### config.mk
export PLATFORM = sky130hd
export DESIGN_NAME = irq_nest_ctrl
export DESIGN_NICKNAME = d
export VERILOG_FILES = /design/src/rtl/irq_nest_pkg.sv /design/src/rtl/irq_pick.sv /design/src/rtl/irq_cfg_bank.sv /design/src/rtl/irq_service.sv /design/src/rtl/irq_nest_ctrl.sv
export SDC_FILE = /design/constraint.sdc
export NUM_CORES = 1
export LEC_CHECK = 0
export ABC_AREA = 1
export BUFFER_PORTS_ARGS = -buffer_cell sky130_fd_sc_hd__buf_2
export CAP_MARGIN = 0
export CORE_MARGIN = 2
export CORE_UTILIZATION = 50
export DETAILED_ROUTE_END_ITERATION = 8
export PLACE_DENSITY_LB_ADDON = 0.12
export SYNTH_ARGS = -nofsm -noshare
export SYNTH_HDL_FRONTEND = slang
export SYNTH_SLANG_ARGS = --single-unit
### constraint.sdc
create_clock -name clk -period 16.6 [get_ports clk]
set_clock_uncertainty 0.05 [all_clocks]
set_input_delay 1.66 -clock clk [delete_from_list [all_inputs] [get_ports clk]]
set_output_delay 1.66 -clock clk [all_outputs]
set_load 0.03 [all_outputs]
### src/rtl/irq_nest_pkg.sv
package irq_nest_pkg;

    localparam int NSRC      = 9;
    localparam int ID_W      = 4;
    localparam int LVL_W     = 3;
    localparam int NPAIR     = 2;
    localparam int CASC_BASE = 5;
    localparam int ACK_BASE  = CASC_BASE + NPAIR;
    localparam int DATA_W    = 16;

    localparam int CFG_CASC_BIT = 4;
    localparam int CFG_MASK_BIT = 3;
    localparam int EOI_NS_BIT   = 15;

    typedef logic [ID_W-1:0]  src_id_t;
    typedef logic [LVL_W-1:0] lvl_t;
    typedef logic [LVL_W:0]   lvl_ext_t;

    typedef struct packed {
        logic cascade;
        logic masked;
        lvl_t lvl;
    } src_cfg_t;

    typedef struct packed {
        logic    we;
        logic    nonspec;
        src_id_t code;
    } eoi_cmd_t;

    typedef enum logic [ID_W-1:0] {
        REG_REQ  = 4'd9,
        REG_ISR  = 4'd10,
        REG_PLM  = 4'd11,
        REG_EOI  = 4'd12,
        REG_STAT = 4'd13
    } reg_sel_e;

    localparam src_cfg_t CFG_RESET = '{cascade: 1'b0, masked: 1'b1, lvl: '1};
    localparam lvl_ext_t LVL_NONE  = lvl_ext_t'(1 << LVL_W);

    function automatic lvl_ext_t widen(lvl_t l);
        return {1'b0, l};
    endfunction

    function automatic logic [NSRC-1:0] onehot_of(src_id_t id, logic en);
        logic [NSRC-1:0] r;
        r = '0;
        for (int i = 0; i < NSRC; i++)
            if (en && id == src_id_t'(i)) r[i] = 1'b1;
        return r;
    endfunction

endpackage

### src/rtl/irq_pick.sv
module irq_pick
    import irq_nest_pkg::*;
#(
    parameter int N = NSRC
) (
    input  logic [N-1:0] cand_i,
    input  src_cfg_t     cfg_i [N],
    output logic         hit_o,
    output src_id_t      id_o,
    output lvl_ext_t     lvl_o
);

    always_comb begin
        hit_o = 1'b0;
        id_o  = '0;
        lvl_o = LVL_NONE;
        for (int i = 0; i < N; i++) begin
            if (cand_i[i] && (widen(cfg_i[i].lvl) < lvl_o)) begin
                hit_o = 1'b1;
                id_o  = src_id_t'(i);
                lvl_o = widen(cfg_i[i].lvl);
            end
        end
    end

endmodule

### src/rtl/irq_cfg_bank.sv
module irq_cfg_bank
    import irq_nest_pkg::*;
(
    input  logic              clk,
    input  logic              rst,
    input  logic              wr_en_i,
    input  src_id_t           addr_i,
    input  logic [DATA_W-1:0] wdata_i,
    output src_cfg_t          cfg_o [NSRC],
    output lvl_ext_t          plm_o
);

    for (genvar s = 0; s < NSRC; s++) begin : g_src
        localparam bit CAN_CASC = (s >= CASC_BASE) && (s < CASC_BASE + NPAIR);
        src_cfg_t cfg_q;

        always_ff @(posedge clk) begin
            if (rst) begin
                cfg_q <= CFG_RESET;
            end else if (wr_en_i && addr_i == src_id_t'(s)) begin
                cfg_q.cascade <= CAN_CASC ? wdata_i[CFG_CASC_BIT] : 1'b0;
                cfg_q.masked  <= wdata_i[CFG_MASK_BIT];
                cfg_q.lvl     <= wdata_i[LVL_W-1:0];
            end
        end

        assign cfg_o[s] = cfg_q;
    end

    lvl_ext_t plm_q;

    always_ff @(posedge clk) begin
        if (rst)
            plm_q <= LVL_NONE;
        else if (wr_en_i && addr_i == REG_PLM)
            plm_q <= wdata_i[LVL_W:0];
    end

    assign plm_o = plm_q;

endmodule

### src/rtl/irq_service.sv
module irq_service
    import irq_nest_pkg::*;
#(
    parameter int VEC_W    = 8,
    parameter int VEC_BASE = 32
) (
    input  logic             clk,
    input  logic             rst,
    input  logic [NSRC-1:0]  raw_req_i,
    input  src_cfg_t         cfg_i [NSRC],
    input  lvl_ext_t         plm_i,
    input  logic             inta_i,
    input  eoi_cmd_t         eoi_i,
    output logic             irq_o,
    output src_id_t          win_id_o,
    output logic [NSRC-1:0]  req_o,
    output logic [NSRC-1:0]  isr_o,
    output logic [VEC_W-1:0] vec_o,
    output logic             vec_valid_o,
    output logic [NPAIR-1:0] casc_ack_o
);

    logic [NSRC-1:0]  req_q, isr_q, gated, elig, ack_set, eoi_clr;
    logic [NPAIR-1:0] casc_on, casc_hit;
    logic             isr_hit, take, win_casc;
    src_id_t          isr_top, win_id;
    lvl_ext_t         isr_lvl, win_lvl;
    logic [VEC_W-1:0] vec_q;
    logic             vec_valid_q;
    logic [NPAIR-1:0] casc_ack_q;

    // Pins paired as acknowledge outputs stop acting as requests.
    always_comb begin
        gated = raw_req_i;
        for (int p = 0; p < NPAIR; p++) begin
            casc_on[p] = cfg_i[CASC_BASE + p].cascade;
            if (casc_on[p]) gated[ACK_BASE + p] = 1'b0;
        end
    end

    irq_pick #(.N(NSRC)) u_isr_pick (
        .cand_i (isr_q),
        .cfg_i  (cfg_i),
        .hit_o  (isr_hit),
        .id_o   (isr_top),
        .lvl_o  (isr_lvl)
    );

    for (genvar s = 0; s < NSRC; s++) begin : g_elig
        assign elig[s] = req_q[s] && !cfg_i[s].masked
                      && (widen(cfg_i[s].lvl) < plm_i)
                      && (widen(cfg_i[s].lvl) < isr_lvl);
    end

    irq_pick #(.N(NSRC)) u_req_pick (
        .cand_i (elig),
        .cfg_i  (cfg_i),
        .hit_o  (irq_o),
        .id_o   (win_id),
        .lvl_o  (win_lvl)
    );

    assign take    = inta_i && irq_o;
    assign ack_set = onehot_of(win_id, take);

    always_comb begin
        if (!eoi_i.we)
            eoi_clr = '0;
        else if (eoi_i.nonspec)
            eoi_clr = onehot_of(isr_top, isr_hit);
        else
            eoi_clr = onehot_of(eoi_i.code, 1'b1);
    end

    always_comb begin
        for (int p = 0; p < NPAIR; p++)
            casc_hit[p] = casc_on[p] && (win_id == src_id_t'(CASC_BASE + p));
        win_casc = |casc_hit;
    end

    always_ff @(posedge clk) begin
        if (rst) begin
            req_q       <= '0;
            isr_q       <= '0;
            vec_q       <= '0;
            vec_valid_q <= 1'b0;
            casc_ack_q  <= '0;
        end else begin
            req_q       <= (req_q & ~ack_set) | gated;
            isr_q       <= (isr_q & ~eoi_clr) | ack_set;
            vec_valid_q <= take && !win_casc;
            casc_ack_q  <= take ? casc_hit : '0;
            if (take)
                vec_q <= VEC_W'(VEC_BASE) + VEC_W'(win_id);
        end
    end

    assign win_id_o    = win_id;
    assign req_o       = req_q;
    assign isr_o       = isr_q;
    assign vec_o       = vec_q;
    assign vec_valid_o = vec_valid_q;
    assign casc_ack_o  = casc_ack_q;

    AST_ISR_ON_TAKE: assert property (@(posedge clk) disable iff (rst)
        take |=> isr_q[$past(win_id)]) else $error("isr not set");
    AST_NO_REENTRY: assert property (@(posedge clk) disable iff (rst)
        irq_o |-> !isr_q[win_id]) else $error("reentry");
    AST_EOI_SPEC_CLEARS: assert property (@(posedge clk) disable iff (rst)
        (eoi_i.we && !eoi_i.nonspec && eoi_i.code < src_id_t'(NSRC)
         && !(take && win_id == eoi_i.code))
        |=> !isr_q[$past(eoi_i.code)]) else $error("eoi miss");
    AST_PLM_BLOCKS: assert property (@(posedge clk) disable iff (rst)
        irq_o |-> (win_lvl < plm_i)) else $error("plm leak");
    AST_ACK_KIND_EXCL: assert property (@(posedge clk) disable iff (rst)
        vec_valid_o |-> (casc_ack_o == '0)) else $error("both acks");
    AST_CASC_ONEHOT: assert property (@(posedge clk) disable iff (rst)
        $onehot0(casc_ack_o)) else $error("two casc acks");
    AST_VEC_NEEDS_IRQ: assert property (@(posedge clk) disable iff (rst)
        vec_valid_o |-> $past(inta_i && irq_o)) else $error("stray vec");

endmodule

### src/rtl/irq_nest_ctrl.sv
module irq_nest_ctrl
    import irq_nest_pkg::*;
#(
    parameter int VEC_W    = 8,
    parameter int VEC_BASE = 32
) (
    input  logic              clk,
    input  logic              rst,
    input  logic [2:0]        tmr_req_i,
    input  logic [1:0]        dma_req_i,
    input  logic [3:0]        ext_pin_i,
    output logic [NPAIR-1:0]  casc_ack_o,
    input  logic              reg_we_i,
    input  logic [ID_W-1:0]   reg_addr_i,
    input  logic [DATA_W-1:0] reg_wdata_i,
    output logic [DATA_W-1:0] reg_rdata_o,
    output logic              irq_o,
    input  logic              inta_i,
    output logic [VEC_W-1:0]  vec_o,
    output logic              vec_valid_o
);

    src_cfg_t        cfg [NSRC];
    lvl_ext_t        plm;
    eoi_cmd_t        eoi;
    src_id_t         win_id;
    logic [NSRC-1:0] req_bits, isr_bits;

    irq_cfg_bank u_cfg (
        .clk     (clk),
        .rst     (rst),
        .wr_en_i (reg_we_i),
        .addr_i  (reg_addr_i),
        .wdata_i (reg_wdata_i),
        .cfg_o   (cfg),
        .plm_o   (plm)
    );

    assign eoi.we      = reg_we_i && (reg_addr_i == REG_EOI);
    assign eoi.nonspec = reg_wdata_i[EOI_NS_BIT];
    assign eoi.code    = reg_wdata_i[ID_W-1:0];

    irq_service #(.VEC_W(VEC_W), .VEC_BASE(VEC_BASE)) u_svc (
        .clk         (clk),
        .rst         (rst),
        .raw_req_i   ({ext_pin_i, dma_req_i, tmr_req_i}),
        .cfg_i       (cfg),
        .plm_i       (plm),
        .inta_i      (inta_i),
        .eoi_i       (eoi),
        .irq_o       (irq_o),
        .win_id_o    (win_id),
        .req_o       (req_bits),
        .isr_o       (isr_bits),
        .vec_o       (vec_o),
        .vec_valid_o (vec_valid_o),
        .casc_ack_o  (casc_ack_o)
    );

    always_comb begin
        reg_rdata_o = '0;
        for (int s = 0; s < NSRC; s++)
            if (reg_addr_i == src_id_t'(s))
                reg_rdata_o = DATA_W'({cfg[s].cascade, cfg[s].masked, cfg[s].lvl});
        case (reg_addr_i)
            REG_REQ:  reg_rdata_o = DATA_W'(req_bits);
            REG_ISR:  reg_rdata_o = DATA_W'(isr_bits);
            REG_PLM:  reg_rdata_o = DATA_W'(plm);
            REG_STAT: reg_rdata_o = DATA_W'({irq_o, win_id});
            default:  ;
        endcase
    end

    AST_RESET_QUIET: assert property (@(posedge clk)
        rst |=> (!irq_o && !vec_valid_o && casc_ack_o == '0)) else $error("reset");

endmodule

# ---- Word-level counts from Yosys, hierarchy flattened
# Index checks and enable logic that the tools add are counted.
dict set report word_totals {
  out_inout_bits 28
  elab_cells 289
  register_bits 71
  input_bits 33
}
dict set report classes {
  add_sub_neg 1
  magnitude_cmp 34
  eq_ne 37
  n_reduce_logical 92
  n_mux 92
  n_bitwise 7
}
# operator n
set op_table {}
lappend op_table {{$lt A3 B4 Y1} 34}
lappend op_table {{$mux W16} 8}
lappend op_table {{$mux W4} 32}
lappend op_table {{$logic_and A1 B1 Y1} 76}
lappend op_table {{$eq A4 B3 Y1 const B} 16}
lappend op_table {{$pmux W16 S4} 1}
lappend op_table {{$mux W1} 49}
lappend op_table {{$eq A4 B4 Y1 const B} 9}
lappend op_table {{$eq A4 B2 Y1 const B} 8}
lappend op_table {{$and A9 B9 Y9} 2}
lappend op_table {{$mux W9} 2}
lappend op_table {{$not A9 Y9} 2}
lappend op_table {{$or A9 B9 Y9} 2}
lappend op_table {{$eq A4 B1 Y1 const B} 4}
lappend op_table {{$logic_not A4 Y1} 4}
lappend op_table {{$logic_not A1 Y1} 10}
lappend op_table {{$add A6 B4 Y7 const A} 1}
lappend op_table {{$reduce_or A2 Y1} 2}
lappend op_table {{$not A1 Y1} 1}

# ---- Depth between registers and ports, before layout
# Gate-level depths: netlist of run 1.
dict set report logic_depth {
  depth_word 58
  ltp_mapped 132
  depth_no_buf 130
}

# ---- Modules after synthesis
# A second synthesis of run 1 with hierarchy kept.
dict set report hier_totals {
  cells_unflattened 1116
  area_unflattened_um2 7016.7
}
# module area_each_um2 cells_per_inst instances seq_area_each_um2
set modules_own_cells {}
lappend modules_own_cells {irq_pick 1146.1 193 2 0.0}
lappend modules_own_cells {irq_service 2223.4 337 1 520.5}
lappend modules_own_cells {irq_cfg_bank 1696.6 225 1 840.8}
lappend modules_own_cells {irq_nest_ctrl 804.5 168 1 0.0}

# ---- Worst setup path after synthesis of run 1
# Ideal clock, no wire load.
dict set report synth_path {
  kind {reg-to-output}
  startpoint {register u_svc.isr_q[0] (netlist: u_svc.isr_o[0])}
  endpoint {output reg_rdata_o[1]}
  path_slack_ps 978
  stages_incl_launch_ff 120
  path_buffers 1
  required_ps 14890
  arrival_ps 13912
  cell_sequence {dfxtp_1 buf_4 nand2_1 ha_1 nand2_1 nand2_1 nand2_2 nand2_4 o21ai_0 ha_1 nand2_1 nand2_1 nand2_1 nand2_2 o21ai_0 ha_1 nand2_1 nand2_1 (+84 left out) ha_1 nand2_1 nand2_1 nand2_2 nand2_4 nand2_1 o21ai_0 ha_1 inv_1 nor2_4 nand2_1 nand2_4 nand2_1 inv_2 nand2_1 o21ai_1 nor2_1 nand2_1}
}
dict set report synth_via {
  elab_chain_cells 53
  elab_cells_between_ends 75
  classes_between {order compare: 25; mux: 25; reduce/logical: 25}
}
# item line_no
set synth_lines {}
lappend synth_lines {{start, declared} irq_service.sv:23} ;# logic [NSRC-1:0] req_q, isr_q, gated, elig, ack_set, eoi_clr;
lappend synth_lines {{start signal, assigned} irq_service.sv:90} ;# isr_q <= (isr_q & ~eoi_clr) | ack_set;
lappend synth_lines {{$mux W4 (*)} irq_pick.sv:18} ;# if (cand_i[i] && (widen(cfg_i[i].lvl) < lvl_o)) begin
lappend synth_lines {{$lt A3 B4 Y1} irq_pick.sv:18}
lappend synth_lines {{$logic_and A1 B1 Y1} irq_pick.sv:18}
lappend synth_lines {{$mux W4 (*)} irq_pick.sv:18}
lappend synth_lines {{$lt A3 B4 Y1} irq_pick.sv:18}
lappend synth_lines {{$logic_and A1 B1 Y1} irq_pick.sv:18}
lappend synth_lines {{$mux W4 (*)} irq_pick.sv:18}
lappend synth_lines {{$lt A3 B4 Y1} irq_pick.sv:18}
lappend synth_lines {{(+37 left out)} -}
lappend synth_lines {{$mux W4} irq_pick.sv:18}
lappend synth_lines {{$lt A3 B4 Y1} irq_pick.sv:18}
lappend synth_lines {{$logic_and A1 B1 Y1} irq_pick.sv:18}
lappend synth_lines {{$mux W4} irq_pick.sv:18}
lappend synth_lines {{$lt A3 B4 Y1} irq_pick.sv:18}
lappend synth_lines {{$logic_and A1 B1 Y1} irq_pick.sv:18}
lappend synth_lines {{$mux W4 (*)} irq_pick.sv:18}
lappend synth_lines {{$pmux W16 S4 (*)} irq_nest_ctrl.sv:65} ;# case (reg_addr_i)
lappend synth_lines {{end, declared} irq_nest_ctrl.sv:16} ;# output logic [DATA_W-1:0] reg_rdata_o,
# Every way passes the cells marked *; elsewhere a longest branch is shown, timed or not.

# ---- Worst setup path after layout of run 1
dict set report layout_path {
  startpoint {register u_svc.isr_q[0] (netlist: u_svc.isr_o[0])}
  endpoint {output reg_rdata_o[0]}
}
dict set report layout_via {
  elab_chain_cells 53
  elab_cells_between_ends 76
  classes_between {order compare: 25; mux: 26; reduce/logical: 25}
}
# item line_no
set layout_lines {}
lappend layout_lines {{$mux W4} irq_pick.sv:18}
lappend layout_lines {{$lt A3 B4 Y1} irq_pick.sv:18}
lappend layout_lines {{$logic_and A1 B1 Y1} irq_pick.sv:18}
lappend layout_lines {{$mux W4} irq_pick.sv:18}
lappend layout_lines {{$lt A3 B4 Y1} irq_pick.sv:18}
lappend layout_lines {{$logic_and A1 B1 Y1} irq_pick.sv:18}
lappend layout_lines {{$mux W4} irq_pick.sv:18}
lappend layout_lines {{$lt A3 B4 Y1} irq_pick.sv:18}
lappend layout_lines {{(+37 left out)} -}
lappend layout_lines {{$mux W4} irq_pick.sv:18}
lappend layout_lines {{$lt A3 B4 Y1} irq_pick.sv:18}
lappend layout_lines {{$logic_and A1 B1 Y1} irq_pick.sv:18}
lappend layout_lines {{$mux W4} irq_pick.sv:18}
lappend layout_lines {{$lt A3 B4 Y1} irq_pick.sv:18}
lappend layout_lines {{$logic_and A1 B1 Y1} irq_pick.sv:18}
lappend layout_lines {{$mux W4} irq_pick.sv:18}
lappend layout_lines {{$pmux W16 S4 (*)} irq_nest_ctrl.sv:65}
# Marked as above.

==> results of run 1 <==
-- synth_stat cells, drive strengths merged, types with 2 or more instances --
cell type and instances:
nand2 245, inv 157, nor2 89, o21ai 89
a21oi 72, dfxtp 68, ha 57, nand3 45
o211ai 30, buf 13, a31oi 11, clkbuf 9
o2111ai 7, o22ai 7, nand4 5, a21boi 4
nor3 4, o21bai 3, o221ai 3, o31ai 3
a221oi 2, a22o 2, a32o 2, o211a 2
-- metal layers --
layer,GRT usage [%],share of wire [%],up-vias
li1,-,-,3386
met1,43.28,44,3055
met2,49.48,45,281
met3,3.600,7.1,48
met4,14.15,3.7,0
met5,0,0,-
-- worst paths after layout --
kind / startpoint / to / cells past startpoint
worst max register to register: u_svc.isr_o[0] / u_svc.req_o[0] / 127
worst min register to register: u_svc.vec_o[5] / u_svc.vec_o[5] / 2
worst min-delay path: u_svc.vec_o[5] / u_svc.vec_o[5] / 2
worst max-delay path: u_svc.isr_o[0] / reg_rdata_o[0] / 129
-- state kept, by name (all words and copies together) (netlist names) --
signal	flops
u_svc.req_o	9
u_svc.vec_valid_o	1
u_svc.casc_ack_o	2
u_cfg.plm_o	4
u_cfg.cfg_o	38
u_svc.vec_o	5
u_svc.isr_o	9
-- area by class of cell --
cell class	instances	share of cell area [%]
clock buffers	11	3.210
clock inverters	5	0.7469
inverters	158	7.532
multi-input cells	698	56.00
flip-flops and latches	68	17.34
well taps	147	2.336
repair buffers	145	12.84
-- placed cells by master (no fill, tap or decap), types with 30 or more instances in the layout --
master / count
o211ai_1: 30
o21ai_0: 56
inv_1: 135
buf_4: 104
a21oi_1: 61
nand2_1: 164
buf_2: 37
nor2_1: 66
ha_1: 54
nand2_2: 54
nand3_1: 43
dfxtp_1: 67
-- metrics by stage --
stage / TNS (ps) / cell area (µm²)
finish: 0 / 7874
global route: -402.4 / 7874
CTS: 0 / 7353
detailed placement: 0 / 7042
global placement: 0 / 7042
floorplan: 0 / 6123
-- power by group through the flow --
stage                     sequential, mW  combinational [mW]  clock (mW)
final                              0.173              0.0969       0.201
after global routing               0.173               0.108       0.209
after CTS                          0.172              0.0878       0.202
after detailed placement           0.176              0.0870           0
after global placement             0.176              0.0859           0
after floorplan                    0.175              0.0594           0
-- worst max-delay path, delay by kind of cell (launching register included) --
family,cells,cell delay [ps]
DFF,1,390
and+or+nand+nor,81,6340
buffers and inverters,14,980
adders and majority gates,16,4510
AOI/OAI and AO/OA,18,1480
-- cell families after synthesis --
kind of cell	after synthesis	synth area share [%]
buffers and inverters	182	12.43
flip-flops	68	22.35
AO/OA/AOI/OAI	242	24.37
other	1	0.06158
AND/OR/NAND/NOR	389	29.07
adder cells (fa/ha/maj)	57	11.71
-- repair_timing --
action / 4_1_cts / 5_1_grt
setup endpoints to repair: 4 / 6
gates resized for setup: 11 / 130
pin swaps: 0 / 84
endpoints found under the hold margin: 0 / 0
setup buffers: 0 / 12
==> impl_metrics.ini, run 1 <==
[synthesis]
yosysWarningCount = 0
synth_cells = 939
ys_top_cells_by_area = dfxtp_1 22%, nand2_1 12%, ha_1 12%, inv_1 8.6%, o21ai_0 6.6%
synth_area_um2 = 6090
synth_top_area_share_pct = 22.35
synth-main-ff-cell = dfxtp_1
yosys.area.top_type = dfxtp_1
synth_seq_cells = 68
syn_avg_cell_area_um2 = 6.485
async_flop_share_pct = 0
ys_seq_area_share_pct = 22.35
synth_edf_count = 0
ys_types = 49

[placement]
port_buffers = 40
hpwl_mm = 15.25
place.gp.congestion = 0.9446
numPlacedInstances = 1204
dpl_worst_slack_ps = 20.51

[die]
io_pins = 61
die_area_um2 = 13080
num_rows = 40
start_util_pct = 50.91
die_x_um = 114.4
coreArea_um2 = 11960
die-height_um = 114.4

[outcome]
status = finished clean

[power_and_ir_drop]
swShare_pct = 30.36
leakagePower_nw = 3.959
pwr-share-clk_pct = 42.7
fin_total_pwr_uw = 471.0
switchingPower_uw = 143.0
ir_drop_mv = 0.08663
powerDensity_nw_per_um2 = 59.82
internal-power_uw = 328.0
seqPwrFrac_pct = 36.7
combPwrFrac_pct = 20.6

[detailed_routing]
via_count = 6770
vias_per_cell = 5.495
initialDrtViolationCount = 577
wire_per_inst_um = 16.33
firstDrtPassIters = 6
ant_nets = 0
wl_mm = 20.12
drc = 0

[worst_hold_path]
hold_class = flop to flop

[sta]
whs_ps = 401.4
period_share_pct = 94.68
slew_headroom_pct = 24.34
max_freq_ghz = 0.06363
worstMarginPinSlew_ps = 1134
setup_ws_ps = 883.8
period_minus_slack_ps = 15720
finalSetupViolations = 0
finalHoldViolations = 0
slew_violations = 0

[cts]
numCtsBuffers = 9
clk_pin_slew_worst_paths_ps = 60
cts_buffer_depth = 2
insertion_delay_ps = 340
htree_levels = 3
cts_sinks = 68
cts_hold_buf = 0
cts_tree = yes
cts_root_buffer = clkbuf_16

[final_layout]
final_core_util_pct = 65.83
drive_gt1_share_pct = 30.88
syn_to_final_growth_pct = 29.30
fillers = 1122
antennaDiodeCount = 0
multiInputGateArea_um2 = 4409
stdcell_count = 1232
ff_latch_area_um2 = 1365
finalNetCount = 1170

[worst_setup_path]
start_kind = flop
worstPathArrival_ps = 14010
crit_type = flop to output port
critical_path.max_fanout = 6
slowest_delay_ps = 390
endpoint_kind = output port
required_ps = 14890
r2r_slack_ps = 2700
crit_slowest_cell = dfxtp_4
critPathMostFrequentCell = nand2_1

[global_routing]
grt_pass1_wl_mm = 31.60
track_usage_pct = 31.42
antenna_found_initial = 0
grt_pass1_vias = 6226
grt_overflow = 0
grt_max_degree = 35

[flow_run]
maxCapViolCount = 0
Note: power is estimated with default switching activity, not from simulation.
==> inputs of run 2 (changes only) <==
CORE_ASPECT_RATIO = 0.9   (was not set)
CTS_CLUSTER_DIAMETER = 60   (was not set)
==> impl_metrics.ini, run 2 (synthesis results as in run 1) <==
[outcome]
status = finished clean

[detailed_routing]
wl_mm = 21.56
via_count = 6953
drc = 0
firstDrtPassIters = 6
ant_nets = 0
wire_per_inst_um = 17.05
initialDrtViolationCount = 697
vias_per_cell = 5.501

[cts]
htree_levels = 3
numCtsBuffers = 9
cts_buffer_depth = 2
insertion_delay_ps = 340
clk_pin_slew_worst_paths_ps = 50
cts_sinks = 68
cts_tree = yes
cts_hold_buf = 0
cts_root_buffer = clkbuf_16

[die]
coreArea_um2 = 11980
die_x_um = 120.3
die-height_um = 108.7
num_rows = 38
io_pins = 61
start_util_pct = 50.82
die_area_um2 = 13080

[worst_setup_path]
start_kind = flop
required_ps = 14890
cp_top_family = simple AND/OR/NAND/NOR gates
endpoint_kind = output port
crit_type = flop to output port
crit_slowest_cell = dfxtp_4
critPathMostFrequentCell = nand2_2
worstPathArrival_ps = 14220
slowest_delay_ps = 390
critical_path.max_fanout = 7
critPathBufInv = 13

[power_and_ir_drop]
combPwrFrac_pct = 20.7
seqPwrFrac_pct = 34.3
switchingPower_uw = 144.0
internal-power_uw = 361.9
swShare_pct = 28.47
fin_total_pwr_uw = 505.9
leakagePower_nw = 4.086
powerDensity_nw_per_um2 = 61.88
ir_drop_mv = 0.06513
pwr-share-clk_pct = 45.0

[sta]
grt_setup_unrepaired = yes
period_share_pct = 95.96
period_minus_slack_ps = 15930
finalSetupViolations = 0
setup_ws_ps = 671.0
slew_violations = 0
worstMarginPinSlew_ps = 1176
max_freq_ghz = 0.06278
slew_headroom_pct = 21.52
finalHoldViolations = 0

[final_layout]
antennaDiodeCount = 0
drive_gt1_share_pct = 32.61
layout_common_cells = 160 x nand2_1, 137 x inv_1, 120 x buf_4, 68 x nor2_1, 66 x dfxtp_1
layout_commonest_cell = nand2_1
finalNetCount = 1189
syn_to_final_growth_pct = 34.25
largest_reg_flops = 38
final_core_util_pct = 68.23

[worst_hold_path]
hold_class = flop to flop

[placement]
port_buffers = 40
dpl_worst_slack_ps = -476.1
hpwl_mm = 15.67
place.gp.congestion = 0.9999

[global_routing]
antenna_found_initial = 0
grt_max_degree = 35
grt_pass1_vias = 6013
track_usage_pct = 31.91
grt_overflow = 0
grt_pass1_wl_mm = 32.15

[flow_run]
maxCapViolCount = 0
## run 2: cell types whose count changed in the layout (fill, tap and decap cells not counted), moves of 3 or more
cell | previous run | this run
nand2_1 | 164 | 160
nor2_2 | 18 | 14
buf_4 | 104 | 120
o21ai_4 | 4 | 7
a21oi_2 | 9 | 6
o21ai_1 | 8 | 5
nand2_2 | 54 | 57
## run 2: worst register-to-register path: cells and delay by family, from the launching register on
kind	cells	cell delay (ps)
AND/OR/NAND/NOR	83	6470
adder cells (fa/ha/maj)	17	4660
AO/OA/AOI/OAI	18	1450
buffers and inverters	13	990
flip-flops	1	390
## run 2: layer usage
metal,part of all wire [%],routed length (µm),track usage (%),vias up
li1,-,-,-,3419
met3,9.6,2074,5.335,45
met5,0,0,0,-
met1,44,9542,46.28,3163
met4,2.1,445,8.887,0
met2,44,9494,48.90,326
## run 2: path summary, 6_finish.rpt
path	start	to	slack [ps]	depth (start not counted)
max	u_svc.isr_o[0]	reg_rdata_o[0]	670	132
min	u_svc.vec_o[5]	u_svc.vec_o[5]	400	2
max reg2reg	u_svc.isr_o[0]	u_svc.req_o[0]	2470	131
min reg2reg	u_svc.vec_o[5]	u_svc.vec_o[5]	400	2
## run 2: power by group through the flow
stage	registers, mW	logic, mW	clock network, mW
floorplan	0.175	0.0594	0
global placement	0.176	0.0890	0
detailed placement	0.176	0.0903	0
CTS	0.173	0.0912	0.228
global route	0.174	0.115	0.233
finish	0.174	0.105	0.228
## run 2: layout make-up
cell class                      instances  area (µm²)
Clock buffer                           12       256.5
Fill cell                            1062        3806
Timing Repair Buffer                  164        1159
Sequential cell                        68        1366
Multi-Input combinational cell        698        4506
Tap cell                              160       200.2
Inverter                              158       593.1
Clock inverter                          4       95.09
## run 2: metrics by stage
step                      hold slack, ps  TNS (ps)  instance area, µm²  instances
after floorplan                    389.6         0                6123        948
after global placement             385.8    -834.6                7103       1223
after detailed placement           386.4     -1668                7103       1223
after CTS                          400.8         0                7458       1239
after global routing               426.8    -934.8                8175       1264
final                              399.1         0                8175       1264
## run 2: repair_timing
action | CTS | global route
resized for setup | 18 | 139
setup buffers | 0 | 26
pin swaps | 0 | 90
endpoints found under the setup margin | 6 | 6
